**config.mk**
```make
export PLATFORM = sky130hd
export DESIGN_NAME = strap_led_pin_ctrl
export DESIGN_NICKNAME = d
export VERILOG_FILES = /design/src/rtl/strap_led_pkg.sv /design/src/rtl/strap_sync.sv /design/src/rtl/strap_capture.sv /design/src/rtl/coll_stretch.sv /design/src/rtl/strap_led_pin_ctrl.sv
export SDC_FILE = /design/constraint.sdc
export NUM_CORES = 1
export LEC_CHECK = 0
export BUFFER_PORTS_ARGS = -buffer_cell sky130_fd_sc_hd__buf_2
export CAP_MARGIN = 10
export CELL_PAD_IN_SITES_DETAIL_PLACEMENT = 0
export CELL_PAD_IN_SITES_GLOBAL_PLACEMENT = 1
export CORE_ASPECT_RATIO = 2
export CORE_MARGIN = 10
export CORE_UTILIZATION = 48
export DETAILED_ROUTE_END_ITERATION = 16
export PLACE_DENSITY_LB_ADDON = 0.1
export SETUP_SLACK_MARGIN = 0.1
export SYNTH_ARGS = -nofsm -noshare
export SYNTH_HDL_FRONTEND = slang
export SYNTH_SLANG_ARGS = --single-unit
```
**constraint.sdc**
```tcl
create_clock -name clk -period 4.25 [get_ports clk]
set_input_delay 0.2125 -clock clk [delete_from_list [all_inputs] [get_ports clk]]
set_output_delay 0.2125 -clock clk [all_outputs]
set_load 0.01 [all_outputs]
```
**src/rtl/strap_led_pkg.sv**
```systemverilog
package strap_led_pkg;
   localparam int PIN_COLL = 0;
   localparam int PIN_LINK = 1;
   localparam int NUM_PINS = 2;
   typedef logic [NUM_PINS-1:0] pin_vec_t;
endpackage

```
**src/rtl/strap_sync.sv**
```systemverilog
module strap_sync #(
   parameter int STAGES = 2
) (
   input  logic clk,
   input  logic clr,
   input  logic d,
   output logic q
);
   if (STAGES < 2) begin : g_bad_stages
      $error("strap_sync: STAGES must be at least 2");
   end

   logic [STAGES-1:0] chain;

   always_ff @(posedge clk) begin
      if (clr) chain <= '0;
      else     chain <= {chain[STAGES-2:0], d};
   end

   assign q = chain[STAGES-1];
endmodule

```
**src/rtl/strap_capture.sv**
```systemverilog
module strap_capture #(
   parameter int WIDTH = 2
) (
   input  logic             clk,
   input  logic             rst_act,
   input  logic [WIDTH-1:0] pad_in,
   output logic [WIDTH-1:0] addr,
   output logic             run
);
   if (WIDTH < 1) begin : g_bad_width
      $error("strap_capture: WIDTH must be positive");
   end

   always_ff @(posedge clk) begin
      if (rst_act) begin
         addr <= pad_in;
         run  <= 1'b0;
      end else begin
         run  <= 1'b1;
      end
   end
endmodule

```
**src/rtl/coll_stretch.sv**
```systemverilog
module coll_stretch #(
   parameter int CYCLES = 8
) (
   input  logic clk,
   input  logic clr,
   input  logic evt,
   output logic lit
);
   if (CYCLES < 1) begin : g_bad_cycles
      $error("coll_stretch: CYCLES must be at least 1");
   end

   localparam int CW = $clog2(CYCLES + 1);
   localparam logic [CW-1:0] LOAD = CW'(CYCLES);

   logic [CW-1:0] cnt;

   always_ff @(posedge clk) begin
      if (clr)             cnt <= '0;
      else if (evt)        cnt <= LOAD;
      else if (cnt != '0)  cnt <= cnt - 1'b1;
   end

   assign lit = (cnt != '0);
endmodule

```
**src/rtl/strap_led_pin_ctrl.sv**
```systemverilog
module strap_led_pin_ctrl
   import strap_led_pkg::*;
#(
   parameter int STRETCH_CYCLES = 8750000,
   parameter int SYNC_STAGES    = 2,
   parameter bit LED_ACTIVE_LOW = 1'b0
) (
   input  logic           clk,
   input  logic           por_n,
   input  logic           hw_rst_n,
   input  logic [1:0]     pad_in,
   output logic [1:0]     pad_out,
   output logic [1:0]     pad_oe,
   input  logic           coll_evt,
   input  logic           link_ok,
   output logic [1:0]     addr_strap
);
   logic     rst_act;
   logic     run;
   logic     coll_s;
   logic     link_s;
   logic     coll_lit;
   pin_vec_t lamp;

   assign rst_act = ~por_n | ~hw_rst_n;

   strap_capture #(.WIDTH(NUM_PINS)) cap_i (
      .clk     (clk),
      .rst_act (rst_act),
      .pad_in  (pad_in),
      .addr    (addr_strap),
      .run     (run)
   );

   strap_sync #(.STAGES(SYNC_STAGES)) sync_coll_i (
      .clk (clk), .clr (rst_act), .d (coll_evt), .q (coll_s)
   );

   strap_sync #(.STAGES(SYNC_STAGES)) sync_link_i (
      .clk (clk), .clr (rst_act), .d (link_ok), .q (link_s)
   );

   coll_stretch #(.CYCLES(STRETCH_CYCLES)) stretch_i (
      .clk (clk), .clr (rst_act), .evt (coll_s), .lit (coll_lit)
   );

   always_comb begin
      lamp           = '0;
      lamp[PIN_COLL] = coll_lit;
      lamp[PIN_LINK] = link_s;
      if (rst_act || !run) lamp = '0;
   end

   assign pad_oe = {NUM_PINS{run & ~rst_act}};

   if (LED_ACTIVE_LOW) begin : g_drive_low
      assign pad_out = ~lamp;
   end else begin : g_drive_high
      assign pad_out = lamp;
   end
endmodule

```
==> impl_metrics.tcl <==
set metrics [dict create \
    die_x_um 59.28 \
    synthArstFlopShare_pct 0 \
    rsz0062_at_grt "no" \
    min_period_ps 2993 \
    drt_wl_total_um 3079 \
    cts_max_level 2 \
    synth_area_leaders "dfxtp_1, xor2_1, nor2_1" \
    grt_antenna_before_repair 0 \
    viasPerCell 5.675 \
    ant_nets 0 \
    rows 28 \
    drc_errors 0 \
    gp_congestion 0.8513 \
    ios 13 \
    yosysMostFrequentCell "dfxtp_1" \
    post_cts_buffers 0 \
    finalClockSkew_ps 4.114 \
    multi_input_area_um2 764.5 \
    hold_path.class "in -> reg" \
    avgSynthCellArea_um2 9.259 \
    fin_tns_setup_ps 0 \
    grt_pass1_vias 1186 \
    synth.cell_area_um2 1481 \
    coreArea_um2 2978 \
    die_area_um2 5843 \
    place_hpwl_um 2205 \
    ctsHoldBuffers 0 \
    grt-ovfl-total 0 \
    synth_top_area_cell "dfxtp_1" \
    grt.total_usage_pct 11.74 \
    area_growth_pct 8.446 \
    firstDrtPassIters 4 \
    seq_area_frac_synth_pct 43.24 \
    cts_sinks 31 \
    period_share_pct 70.42 \
    numCtsBuffers 5 \
    cp-end-kind "output port" \
    start_util_pct 49.75 \
    vias 1152 \
    hold_viol 0 \
    clk_latency_ps 280 \
    cp.required_ps 4040 \
    cts_tree "built" \
    num_antenna_cells 0 \
    syn_inst 160 \
    finalNetCount 181 \
    clock_path_buffers 2 \
    max_slew.worst_pin.slew_ps 652.0 \
    crit_type "reg -> out" \
    wl_per_cell_um 15.17 \
    slew_headroom_pct 56.53 \
    yosys.cell_types.count 41 \
    synthFlopType "dfxtp_1" \
    max_stage_delay_ps 620 \
    postPlaceCellArea_um2 1525 \
    clk_pin_slew_ps 60 \
    design_area_um2 1607 \
    maxCapViolCount 0 \
    ys_warn_count 0 \
    setup_viol 0 \
    regArea_um2 640.6 \
    io_buffers 12 \
    synth_nets 169 \
    crit_chain "inv_1, ha_1, or4b_2, or3_1, or2_1, and2_1, buf_2" \
    synth-seq-cells 31 \
    cts-resized-gates 0 \
    synth_top_cell_area_share_pct 39.19 \
    worst_ep_arrival_time_ps 2780 \
    final_max_slew_viol_count 0 \
    path_max_fanout 15 \
    grt_pass1_wl_um 5533 \
    nFillCells 281 \
    synth_commonest_cells "dfxtp_1, nor2_1, xor2_1, nor3_1, o21ai_0" \
    outcome "finished clean" \
    start_kind "flip-flop" \
    synth_edf_count 2 \
    drt_iter0_drc 12 \
    drive_above_1_share_pct 19.08 \
    slowest_stage "or4b_2" \
    cts_root_buf "clkbuf_8" \
    die_y_um 98.57 \
    grt_max_degree 19 \
    max_freq_ghz 0.3341 \
]
[metal layers]
metal / up-vias / share of wire, % / wire [um] / global-route usage (%)
met1: 537 / 42 / 1291 / 14.21
met4: 0 / 2.2 / 67 / 5.329
met3: 5 / 4.6 / 143 / 3.985
li1: 590 / - / - / -
met2: 20 / 51 / 1577 / 17.86
met5: - / 0 / 0 / 0
[flip-flops by register name, summed over array words and instances (netlist names)]
register           count
cap_i.addr             2
cap_i.run              1
sync_link_i.chain      2
stretch_i.cnt         24
sync_coll_i.chain      2
[path summary, 6_finish.rpt]
path / to / cells after the start / start / slack [ps]
setup / recovery: pad_out[0] / 7 / stretch_i.cnt[0] / 1260
hold / removal: cap_i.addr[1] / 1 / pad_in[1] / 100
setup reg to reg: stretch_i.cnt[14] / 7 / stretch_i.cnt[0] / 1610
hold reg to reg: sync_coll_i.chain[1] / 1 / sync_coll_i.chain[0] / 490
[critical path: cells and delay by family, from the launching register on]
family / cells / cell delay, ps
DFF: 1 / 340
and+or+nand+nor: 4 / 1750
adders and majority gates: 1 / 150
buffers and inverters: 2 / 260
[cell usage in the layout, fill, tap and decap left out, types with 5 or more instances in the layout]
| cell | Yosys | final |
|---|---|---|
| nor2_1 | 23 | 23 |
| buf_2 | 0 | 12 |
| a21oi_1 | 5 | 5 |
| o21ai_0 | 7 | 7 |
| xor2_1 | 12 | 12 |
| and3_1 | 5 | 5 |
| dfxtp_1 | 29 | 29 |
| nor3_1 | 9 | 9 |
| clkbuf_8 | 0 | 5 |
[through the flow]
step	std cells	hold WS, ps	worst slack, ps	utilization [%]
global route	203	99.39	1137	53.95
detailed placement	195	390.6	1595	51.22
global placement	195	389.7	1655	51.22
CTS	203	96.87	1265	53.95
finish	203	103.6	1257	53.95
floorplan	160	311.4	1860	-
[cell type report]
type,count,share of cell area (%)
Multi-Input combinational cell,117,47.59
Sequential cell,31,39.88
Clock buffer,7,4.751
Timing Repair Buffer,13,4.206
Tap cell,30,2.336
Inverter,4,0.9346
Clock inverter,1,0.3115
[logic make-up after synthesis]
group,Yosys count,share of synthesized area (%)
buffers and inverters,12,5.152
adders and majority gates,2,1.689
DFF,31,43.24
xor gates and xnor gates,16,9.459
AOI/OAI and AO/OA,28,12.50
muxes,1,0.6757
and+or+nand+nor,70,27.28
Power is left out: the tool's default activity adds up to more than one toggle a clock period on the data nets, which glitch-free logic cannot reach.
